File: config.mk
export PLATFORM = sky130hd
export DESIGN_NAME = limit_timer
export DESIGN_NICKNAME = d
export VERILOG_FILES = /design/src/rtl/limit_timer.sv
export SDC_FILE = /design/constraint.sdc
export NUM_CORES = 1
export LEC_CHECK = 0
export BUFFER_PORTS_ARGS = -buffer_cell sky130_fd_sc_hd__buf_2
export CELL_PAD_IN_SITES_DETAIL_PLACEMENT = 1
export CELL_PAD_IN_SITES_GLOBAL_PLACEMENT = 1
export CORE_MARGIN = 2
export CORE_UTILIZATION = 50
export DETAILED_ROUTE_END_ITERATION = 16
export PLACE_DENSITY = 0.89
export SYNTH_ARGS = -nofsm -noshare
export SYNTH_HDL_FRONTEND = slang
export SYNTH_SLANG_ARGS = --single-unit
File: constraint.sdc
create_clock -name clk -period 7.3 [get_ports clk]
set_input_delay 0 -clock clk [delete_from_list [all_inputs] [get_ports clk]]
set_output_delay 0 -clock clk [all_outputs]
set_load 0.01 [all_outputs]
File: src/rtl/limit_timer.sv
module limit_timer #(
  parameter bit SWITCHABLE = 1'b1,
  parameter int LO_TICKS   = 23,
  parameter int HI_TICKS   = 31
) (
  input  logic        clk,
  input  logic        rst_n,
  input  logic        tick_en,
  input  logic [4:0]  addr,
  input  logic        rd_en,
  input  logic        wr_en,
  input  logic [31:0] wr_data,
  output logic [31:0] rd_data,
  output logic        irq
);
  localparam int UW = LO_TICKS + HI_TICKS;
  localparam int SW = 22;
  localparam logic [30:0] LIM_MAX = '1;

  logic [30:0]   limit_q;
  logic [UW-1:0] cnt_q;
  logic          reached_q, irq_q, stop_q, user_q;

  logic [2:0]    idx;
  logic [30:0]   lim_eff, wr_lim;
  logic [SW-1:0] term_raw, term;
  logic [UW-1:0] cnt_inc;
  logic          lim_wr, load_wr, sys_step, usr_step, wrap, ack;
  logic          unused_ok;

  assign idx      = addr[4:2];
  assign lim_eff  = (limit_q == '0) ? LIM_MAX : limit_q;
  assign term_raw = lim_eff[30:9];
  assign term     = (term_raw == '0) ? SW'(1) : term_raw;
  assign cnt_inc  = cnt_q + 1'b1;
  assign wr_lim   = (wr_data == '0) ? LIM_MAX : wr_data[30:0];

  assign lim_wr   = wr_en && (idx == 3'd0 || idx == 3'd2);
  assign load_wr  = wr_en && idx == 3'd0;
  assign sys_step = tick_en && !user_q && !lim_wr;
  assign usr_step = tick_en &&  user_q && !stop_q && !lim_wr;
  assign wrap     = sys_step && (cnt_inc >= {{(UW-SW){1'b0}}, term});
  assign ack      = rd_en && idx == 3'd0 && !user_q;

  assign irq       = irq_q && !user_q;
  assign unused_ok = ^addr[1:0];

  always_ff @(posedge clk) begin
    if (!rst_n) begin
      limit_q   <= '0;
      cnt_q     <= '0;
      reached_q <= 1'b0;
      irq_q     <= 1'b0;
      stop_q    <= 1'b1;
      user_q    <= 1'b0;
    end else begin
      if (lim_wr) limit_q <= wr_lim;

      if (load_wr || ack || wrap) cnt_q <= '0;
      else if (sys_step || usr_step) cnt_q <= cnt_inc;

      if (wrap) begin
        reached_q <= 1'b1;
        irq_q     <= 1'b1;
      end else if (ack) begin
        reached_q <= 1'b0;
        irq_q     <= 1'b0;
      end

      if (wr_en && idx == 3'd3 && user_q) stop_q <= wr_data[0];
      if (SWITCHABLE && wr_en && idx == 3'd4) user_q <= wr_data[0];
    end
  end

  always_ff @(posedge clk) begin
    if (!rst_n) rd_data <= '0;
    else if (rd_en) begin
      case (idx)
        3'd0: rd_data <= user_q ? 32'(cnt_q[UW-1:LO_TICKS]) : {1'b0, limit_q};
        3'd1: rd_data <= user_q ? {cnt_q[LO_TICKS-1:0], {(32-LO_TICKS){1'b0}}}
                                : {reached_q, cnt_q[SW-1:0], 9'b0};
        3'd3: rd_data <= {31'b0, stop_q};
        3'd4: rd_data <= {31'b0, user_q};
        default: rd_data <= '0;
      endcase
    end
  end
endmodule


==> impl_metrics.json, run 1 <==
{
  "fin_crit_share": 0.773,
  "timing_max_transition_violations_final": 0,
  "grt_pass1_vias": 8380,
  "critical_path.max_fanout": 26,
  "holdCritPathClass": "in2reg",
  "worst_slew_pin_tran_ns": 1.39,
  "post_synth_num_cell_types": 64,
  "antenna_found_initial": 4,
  "first_pass_grt_wire_length_mm": 50.8,
  "status": "finished clean",
  "hold_viol": 0,
  "tritoncts.num_buffers": 17,
  "power.static_leakage_nw": 3.35,
  "antenna_left": 0,
  "detailroute.via_count": 8002,
  "clock_tree.root_cell": "sky130_fd_sc_hd__clkbuf_16",
  "row_count": 45,
  "grt-ovfl-total": 0,
  "fmaxAchievable_mhz": 177,
  "io_pins": 75,
  "maxCapViolations": 0,
  "dieHeight_um": 128,
  "drtPass1Iterations": 5,
  "synth_edf_count": 0,
  "cts.clk_slew.worst_paths_ns": 0.07,
  "grtUsageTotal": 0.413,
  "p_per_area_nw_per_um2": 195,
  "grt_start_max_net_pins": 68,
  "setup.worst_path.start_class": "flop",
  "clock_tree_from_tritoncts": "built",
  "cp_class": "reg2reg",
  "syn-instance-count": 863,
  "worstHoldPathCells": 3,
  "drive_above_1_share": 0.267,
  "core-area_um2": 15100,
  "cp_data_required_time_ns": 7.64,
  "max_stage_delay_ns": 1.05,
  "synth_async_sr_flop_share": 0,
  "synth_top_family_by_area": "simple AND/OR/NAND/NOR gates",
  "synth.area.mux_share": 0.0519,
  "finalWeightedCongestion": 0.943,
  "design_power_total_mw": 1.73,
  "yosys_register_bits": 120,
  "h_tree_level_count": 4,
  "post_drt_wl_per_cell_um": 29.5,
  "summed_negative_setup_slack_over_all_endpoints_ns": 0,
  "totalWireLength_mm": 33.2,
  "r2r_start": "cnt_q[0]",
  "syn_to_final_growth_pct": 15.4,
  "initialDrtViolationCount": 1041,
  "critical_path.slowest_cell": "sky130_fd_sc_hd__nor3_1",
  "finalCriticalPeriod_ns": 5.64,
  "timing.critical_path.arrival_ns": 5.99,
  "setup_violations": 0,
  "synth-simple-area-share": 0.285,
  "clockBufferDepth": 2,
  "avgSynthCellArea_um2": 8.89,
  "synthXorXnorAreaFrac": 0.104,
  "crit_chain": "ha_1 > nand3_1 > nor3_1 > nand4_1 > nor2_1 > xor2_1 > ha_1 > nand4_1 > nor4_1 > a221oi_1 > o2111ai_1 > nor4_2 > a31oi_4 > buf_4 > nor3_2",
  "timing.hold.worst.start": "rst_n",
  "synth_adder_area_share": 0.0375,
  "synth-main-ff-cell": "sky130_fd_sc_hd__dfxtp_1",
  "clkSinkCount": 120,
  "die_x_um": 128,
  "ys_seq_area_frac": 0.313,
  "ir_worst_vdd_v": 0.000207,
  "ff2ff_path_depth": 15,
  "initial_utilization": 0.509,
  "worst_clock_skew_on_the_final_layout_ns": 0.0207,
  "post_cts_resize_count": 0,
  "post_dr_vias_cell": 7.11,
  "clk-insertion-delay-late_ns": 0.45,
  "drc_errors": 0,
  "crit_startpoint": "cnt_q[0]",
  "rsz0062_at_grt": "false",
  "type_of_element_capturing_the_critical_path": "flop",
  "synth-compound-area-share": 0.143,
  "synthesized_cell_area_um2": 7670,
  "max-slew-margin-rel": 0.0704,
  "yosys_warnings": 0,
  "nNetsFinal": 986,
  "detailedPlacementHpwl_mm": 18.2,
  "synth.net_count": 928,
  "io_buffers": 72,
  "fp.dieArea_um2": 16400
}
-- flip-flops by register name (all words and copies together), names as in the netlist --
register,cells
limit_q,31
irq_q,1
cnt_q,54
user_q,1
stop_q,1
rd_data,32
-- per-stage QoR --
step | setup slack, ns | hold WS, ns | area [um^2] | instances | util
2_1_floorplan | 3.34 | 0.125 | 7670 | 863 | -
3_3_place_gp | 2.40 | 0.280 | 7960 | 1058 | 0.528
3_5_place_dp | 2.21 | 0.286 | 7960 | 1058 | 0.528
4_1_cts | 2.05 | 0.00797 | 8850 | 1122 | 0.586
5_1_grt | 1.51 | 0.216 | 8850 | 1122 | 0.586
6_report | 1.66 | 0.214 | 8850 | 1125 | 0.587
-- path summary, 6_finish.rpt --
kind	to	slack (ns)
worst max-delay path	cnt_q[19]	1.66
worst min-delay path	stop_q	0.21
worst max register to register	cnt_q[19]	1.66
worst min register to register	rd_data[7]	0.48
-- what timing repair did --
item / CTS / global route
hold endpoints to repair: 33 / 0
setup buffers: 0 / 0
hold buffers: 32 / 0
-- cell type report --
class	count	area, um^2
fillers	1746	6240
multi-input cells	640	4780
flip-flops and latches	120	2400
repair buffers	114	756
clock buffers	19	443
well taps	188	235
clock inverters	13	121
inverters	28	105
diodes	3	7.51
-- placed cells by master, fill, tap and decap left out, types with 6 or more instances in the layout --
cell,Yosys,layout
sky130_fd_sc_hd__nand2b_1,15,15
sky130_fd_sc_hd__and2_1,28,28
sky130_fd_sc_hd__a21o_1,10,10
sky130_fd_sc_hd__o221a_2,31,31
sky130_fd_sc_hd__dlygate4sd3_1,1,32
sky130_fd_sc_hd__and3_1,7,7
sky130_fd_sc_hd__nor3_2,50,51
sky130_fd_sc_hd__mux2i_1,6,6
sky130_fd_sc_hd__a21oi_1,8,8
sky130_fd_sc_hd__dfxtp_1,120,120
sky130_fd_sc_hd__xnor2_1,51,51
sky130_fd_sc_hd__nand4_1,37,37
sky130_fd_sc_hd__buf_2,15,72
sky130_fd_sc_hd__xor2_1,40,40
sky130_fd_sc_hd__mux2_2,30,30
sky130_fd_sc_hd__nor4_1,25,25
sky130_fd_sc_hd__buf_4,3,10
sky130_fd_sc_hd__nor3_1,20,19
sky130_fd_sc_hd__a22oi_1,22,22
sky130_fd_sc_hd__nand2_1,42,41
sky130_fd_sc_hd__a21boi_0,10,10
sky130_fd_sc_hd__inv_1,28,28
sky130_fd_sc_hd__o22ai_1,23,23
sky130_fd_sc_hd__clkbuf_16,0,17
sky130_fd_sc_hd__nor2_1,62,62
sky130_fd_sc_hd__ha_1,23,23
sky130_fd_sc_hd__or2_2,8,8
sky130_fd_sc_hd__nand3_1,33,33
-- cells in the mapped netlist, types with 20 or more instances --
cell type / instances / area, um^2
sky130_fd_sc_hd__dfxtp_1: 120 / 2400
sky130_fd_sc_hd__nor2_1: 62 / 233
sky130_fd_sc_hd__xnor2_1: 51 / 447
sky130_fd_sc_hd__nor3_2: 50 / 500
sky130_fd_sc_hd__clkbuf_1: 43 / 161
sky130_fd_sc_hd__nand2_1: 42 / 158
sky130_fd_sc_hd__xor2_1: 40 / 350
sky130_fd_sc_hd__nand4_1: 37 / 231
sky130_fd_sc_hd__nand3_1: 33 / 165
sky130_fd_sc_hd__o221a_2: 31 / 349
sky130_fd_sc_hd__mux2_2: 30 / 338
sky130_fd_sc_hd__and2_1: 28 / 175
sky130_fd_sc_hd__inv_1: 28 / 105
sky130_fd_sc_hd__nor4_1: 25 / 156
sky130_fd_sc_hd__ha_1: 23 / 288
sky130_fd_sc_hd__o22ai_1: 23 / 144
sky130_fd_sc_hd__a22oi_1: 22 / 165
sky130_fd_sc_hd__nor3_1: 20 / 100
-- worst max-delay path, delay by kind of cell (launching register included) --
kind	cells	cell delay, ns
DFF	1	0.51
buffers and inverters	1	0.31
xor gates and xnor gates	1	0.20
adders and majority gates	2	0.57
and+or+nand+nor	8	3.06
AOI/OAI and AO/OA	3	0.88
-- cell families (layout without fill, tap and decap cells) --
group	Yosys count	in the layout
flops	120	120
buf+inv	103	174
simple gates	356	356
compound gates	134	134
mux	36	36
other cells	0	3
xor+xnor	91	91
fa+ha+maj	23	23
-- layer usage --
metal | wire (um) | track usage
met5 | 13 | 0
met4 | 2750 | 0.303
met3 | 3500 | 0.136
met2 | 15400 | 0.673
met1 | 11500 | 0.449
-- report_power, final --
part	switching [mW]	internal [mW]
clock	0.375	0.481
sequential	0.0200	0.666
combinational	0.116	0.0696
total	0.511	1.22
Power figures use the tool's default switching activity.
==> run 2: changes to the inputs <==
CORE_UTILIZATION = 46   (was 50)
PLACE_DENSITY = 0.83   (was 0.89)
clock period = 5.2 ns   (was 7.3 ns; I/O delays follow)
==> run 2 against run 1 <==
Effect of this change:
- sequential power rose by 40%
- clock skew is 0.012 ns higher
- highest routed layer unchanged
- combinational power is 37% higher
- critical path depth is 1 higher
==> impl_metrics.json, run 2 (synthesis results as in run 1) <==
{
  "dieHeight_um": 133,
  "power_frac_clock": 0.499,
  "ff2ff_path_depth": 16,
  "grt-ovfl-total": 0,
  "most-common-layout-cells": "sky130_fd_sc_hd__dfxtp_1 (120), sky130_fd_sc_hd__buf_2 (72), sky130_fd_sc_hd__nor2_1 (62)",
  "worst_clock_skew_on_the_final_layout_ns": 0.0323,
  "switching_share": 0.278,
  "p_per_area_nw_per_um2": 269,
  "crit_chain": "nor4_1 > nand4_1 > nor4_1 > and3_2 > buf_4 > nor2_1 > ha_1 > a21o_1 > a21oi_1 > o221ai_1 > a221oi_1 > o2111ai_1 > nor4_2 > a31oi_4 > buf_4 > nor3_1",
  "postLayoutSetupSlackWorst_ns": 0.288,
  "summed_negative_setup_slack_over_all_endpoints_ns": 0,
  "post_dr_vias_cell": 6.50,
  "drive_above_1_share": 0.274,
  "holdCritPathClass": "in2reg",
  "timing_max_transition_violations_final": 0,
  "grtUsageTotal": 0.342,
  "initial_utilization": 0.466,
  "cts_setup_buffers": 0,
  "grt_start_max_net_pins": 68,
  "clock_tree_from_tritoncts": "built",
  "design_power_total_mw": 2.42,
  "fmaxAchievable_mhz": 204,
  "clock_tree.root_cell": "sky130_fd_sc_hd__clkbuf_16",
  "totalWireLength_mm": 30.0,
  "timing.hold.worst.start": "addr[4]",
  "max-slew-margin-rel": 0.166,
  "share_comb_of_total_power": 0.105,
  "clkSinkCount": 120,
  "core-area_um2": 16500,
  "finalWeightedCongestion": 0.981,
  "first_pass_grt_wire_length_mm": 46.1,
  "cts.clk_slew.worst_paths_ns": 0.06,
  "io_buffers": 72,
  "antenna_left": 0,
  "placement.setup.worst_slack_ns": 0.546,
  "fin_crit_share": 0.945,
  "ir_worst_vdd_v": 0.000243,
  "clockBufferDepth": 2,
  "postLayoutCoreUtil": 0.546,
  "nNetsFinal": 996,
  "largest_reg_flops": 54,
  "die_x_um": 133,
  "type_of_element_capturing_the_critical_path": "flop",
  "critical_path.slowest_cell": "sky130_fd_sc_hd__nor4_1",
  "cp_data_required_time_ns": 5.54,
  "drc_errors": 0,
  "layout_commonest_cell": "sky130_fd_sc_hd__dfxtp_1",
  "worst_slew_pin_tran_ns": 1.25,
  "detailroute.via_count": 7567,
  "top_register": "cnt_q",
  "rsz0062_at_grt": "false",
  "syn_to_final_growth_pct": 17.1,
  "tritoncts.num_buffers": 17,
  "pwr-share-seq": 0.397,
  "worstSetupPathDepth": 16,
  "timing.critical_path.arrival_ns": 5.25,
  "drtPass1Iterations": 5,
  "io_pins": 75,
  "clk-insertion-delay-late_ns": 0.46,
  "cpLargestDelayFamily": "simple AND/OR/NAND/NOR gates",
  "largest_registers": "cnt_q: 54 flops, rd_data: 32 flops, limit_q: 31 flops",
  "setup_violations": 0,
  "h_tree_level_count": 4,
  "fp.dieArea_um2": 17700,
  "cp_num_buf_inv": 2,
  "power.static_leakage_nw": 3.41,
  "max_stage_delay_ns": 0.55,
  "initialDrtViolationCount": 817,
  "worstHoldPathCells": 4,
  "cp_class": "reg2reg",
  "hold_viol": 0,
  "setup.worst_path.start_class": "flop",
  "critical_path.max_fanout": 13,
  "crit_startpoint": "limit_q[10]",
  "status": "finished clean",
  "antenna_found_initial": 2,
  "maxCapViolations": 0,
  "grt_pass1_vias": 7757,
  "r2r_start": "limit_q[10]",
  "detailedPlacementHpwl_mm": 18.4,
  "row_count": 47,
  "p_int_mw": 1.75,
  "post_drt_wl_per_cell_um": 25.7,
  "finalCriticalPeriod_ns": 4.91,
  "power.net_switching_mw": 0.672
}
run 2: stage by stage:
stage               hold slack, ns  cells  area, um^2
floorplan                    0.125    863        7670
global placement             0.283   1099        8080
finish                      0.0231   1165        8990
CTS                        0.00380   1163        8980
global route                0.0431   1164        8990
detailed placement           0.286   1099        8080
run 2: area by class of cell:
class / count / area [um^2]
multi-input combinational: 640 / 4780
timing repair buffer: 124 / 846
tap: 220 / 275
clock buffer: 19 / 443
sequential: 120 / 2400
clock inverter: 12 / 128
fill: 1910 / 7480
antenna: 2 / 5.00
inverter: 28 / 105
run 2: repair_timing:
action                                 4_1_cts  5_1_grt
setup endpoints to repair                    0       33
endpoints found under the hold margin       33        0
hold buffers                                33        0
resized for setup                            0        1
run 2: per-layer routing:
metal | vias to the layer above | GRT usage | share of wire
met1 | 3727 | 0.403 | 0.38
met2 | 424 | 0.562 | 0.48
met3 | 138 | 0.0951 | 0.082
met5 | - | 0 | 0.00030
li1 | 3276 | - | -
met4 | 2 | 0.194 | 0.056
run 2: path summary, 6_finish.rpt:
check / to / slack [ns]
worst max-delay path: cnt_q[1] / 0.29
worst max register to register: cnt_q[1] / 0.29
worst min register to register: rd_data[8] / 0.48
worst min-delay path: user_q / 0.02
run 2: worst min-delay path: cells and delay by family:
kind          cells  cell delay [ns]
simple gates      2             0.19
buf+inv           1             0.15
mux               1             0.08
run 2: power groups by stage:
stage	combinational, mW	sequential [mW]	clock [mW]
global placement	0.205	0.977	0
finish	0.254	0.960	1.21
detailed placement	0.210	0.978	0
CTS	0.236	0.958	1.19
global route	0.267	0.961	1.24
floorplan	0.145	0.967	0
==> run 3: changes to the inputs <==
CORE_MARGIN = default   (was 2)
CORE_UTILIZATION = 47   (was 46)
CTS_BUF_LIST = sky130_fd_sc_hd__clkbuf_2   (was default)
PLACE_DENSITY = 0.84   (was 0.83)
==> run 3 against run 2 <==
Effect of this change:
- the run now ends with setup timing left
- sequential power grew 0.6%
- cell count grew 3.3%
- wire length grew 19%
- clock skew grew 0.054 ns
- register-to-register slack lost 0.31 ns
- final area grew 1.6%
- worst setup slack lost 0.31 ns
- worst hold slack gained 0.19 ns
- global-route usage grew 9.7 points
- largest cell class unchanged
==> impl_metrics.json, run 3 (synthesis results as in run 1) <==
{
  "status": "finished with violations",
  "failed_checks": "setup timing",
  "post_drt_wl_per_cell_um": 29.7,
  "antenna_found_initial": 3,
  "drive_above_1_share": 0.264,
  "post-route-cell-area_um2": 9130,
  "first_pass_grt_wire_length_mm": 53.2,
  "clkSinkCount": 120,
  "detailroute.via_count": 8471,
  "p_per_area_nw_per_um2": 223,
  "dpl-instance-area_um2": 8060,
  "drc_errors": 0,
  "hold_viol": 0,
  "clock_tree_from_tritoncts": "built",
  "maxCapViolations": 0,
  "postLayoutSetupSlackWorst_ns": -0.0197,
  "nNetsFinal": 1035,
  "h_tree_level_count": 4,
  "cp_data_required_time_ns": 5.85,
  "row_count": 46,
  "rsz0062_at_grt": "false",
  "syn_to_final_growth_pct": 19.0,
  "totalWireLength_mm": 35.8,
  "tritoncts.num_buffers": 17,
  "initialDrtViolationCount": 1258,
  "die_x_um": 130,
  "grt-ovfl-total": 0,
  "io_buffers": 72,
  "clk-insertion-delay-late_ns": 0.84,
  "hold_slack_ns": 0.210,
  "max-slew-margin-rel": 0.354,
  "timing.critical_path.arrival_ns": 5.86,
  "setup.worst_path.start_class": "flop",
  "critical_path.max_fanout": 27,
  "fin_crit_share": 1.00,
  "cts.clk_slew.worst_paths_ns": 0.32,
  "largest_registers": "cnt_q: 54 flops, rd_data: 32 flops, limit_q: 31 flops",
  "holdCritPathClass": "in2reg",
  "grt_pass1_vias": 8540,
  "grtUsageTotal": 0.439,
  "finalCriticalPeriod_ns": 5.22,
  "most-common-layout-cells": "sky130_fd_sc_hd__dfxtp_1 (119), sky130_fd_sc_hd__dlygate4sd3_1 (75), sky130_fd_sc_hd__buf_2 (72)",
  "grt_start_max_net_pins": 68,
  "fp.dieArea_um2": 16800,
  "initial_utilization": 0.483,
  "power.static_leakage_nw": 3.52,
  "top_register": "cnt_q",
  "clock_tree.root_cell": "sky130_fd_sc_hd__clkbuf_2",
  "core-area_um2": 15900,
  "largest_reg_flops": 54,
  "setup_violations": 1,
  "type_of_element_capturing_the_critical_path": "flop",
  "layout_commonest_cell": "sky130_fd_sc_hd__dfxtp_1",
  "worst_slew_pin_tran_ns": 0.965,
  "timing_max_transition_violations_final": 0,
  "fmaxAchievable_mhz": 192,
  "worst_clock_skew_on_the_final_layout_ns": 0.0863,
  "detailedPlacementHpwl_mm": 18.0,
  "cp_class": "reg2reg",
  "clockBufferDepth": 2,
  "postLayoutCoreUtil": 0.575,
  "antenna_left": 0,
  "finalWeightedCongestion": 0.955,
  "io_pins": 75,
  "dieHeight_um": 130,
  "drtPass1Iterations": 8,
  "nFillCells": 1845,
  "post_dr_vias_cell": 7.04,
  "ir_worst_vdd_v": 0.000179
}
==> run 3: layer usage <==
| metal | vias up | part of all wire | track usage |
|---|---|---|---|
| met4 | 0 | 0.11 | 0.382 |
| met2 | 727 | 0.44 | 0.687 |
| li1 | 3357 | - | - |
| met5 | - | 0 | 0 |
| met1 | 4048 | 0.34 | 0.472 |
| met3 | 339 | 0.10 | 0.158 |
==> run 3: final timing paths <==
check / startpoint / end / slack [ns] / cells past startpoint
worst max-delay path: limit_q[23] / cnt_q[5] / -0.02 / 16
worst min-delay path: wr_en / cnt_q[33] / 0.21 / 4
worst max register to register: limit_q[23] / cnt_q[5] / -0.02 / 16
worst min register to register: rd_data[6] / rd_data[6] / 0.49 / 2
==> run 3: worst max-delay path, cell delays in order (launching register included) <==
cell,delay [ns]
sky130_fd_sc_hd__dfxtp_1,0.50
sky130_fd_sc_hd__nor4_2,0.55
sky130_fd_sc_hd__nand4_1,0.20
sky130_fd_sc_hd__nor4_2,0.32
sky130_fd_sc_hd__and3_2,0.48
sky130_fd_sc_hd__buf_4,0.24
sky130_fd_sc_hd__nor2_1,0.06
sky130_fd_sc_hd__ha_1,0.30
sky130_fd_sc_hd__a21o_1,0.19
sky130_fd_sc_hd__a21oi_1,0.13
sky130_fd_sc_hd__o221ai_1,0.17
sky130_fd_sc_hd__a221oi_1,0.35
sky130_fd_sc_hd__o2111ai_1,0.28
sky130_fd_sc_hd__nor4_2,0.39
sky130_fd_sc_hd__a31oi_4,0.19
sky130_fd_sc_hd__buf_12,0.22
sky130_fd_sc_hd__nor3_2,0.43
==> run 3: through the flow <==
stage / total power, mW / cells / TNS (ns) / setup slack [ns]
floorplan: 1.11 / 863 / 0 / 1.24
global placement: 1.18 / 1092 / 0 / 0.814
detailed placement: 1.19 / 1092 / 0 / 0.770
CTS: 1.93 / 1199 / 0 / 0.564
global route: 2.08 / 1201 / 0 / 0.00624
finish: 2.04 / 1204 / -0.0197 / -0.0197
==> run 3: cell type report <==
class	count	area, um^2	share of cell area
Tap cell	216	270	0.0296
Antenna cell	5	12.5	0.00137
Clock inverter	15	193	0.0211
Timing Repair Buffer	163	1260	0.138
Inverter	28	105	0.0115
Sequential cell	120	2400	0.263
Multi-Input combinational cell	640	4800	0.526
Clock buffer	17	85.1	0.00932
==> run 3: report_power, final <==
group	switching, mW	internal, mW	total, mW
clock network	0.487	0.282	0.769
registers	0.0273	0.938	0.966
logic	0.180	0.121	0.301
total	0.695	1.34	2.04
==> run 3: timing repair <==
action                                  CTS  global route
gates resized for setup                   0             5
buffers inserted                          0             0
hold buffers                             75             0
endpoints found under the hold margin    67             0
endpoints found under the setup margin    0            55
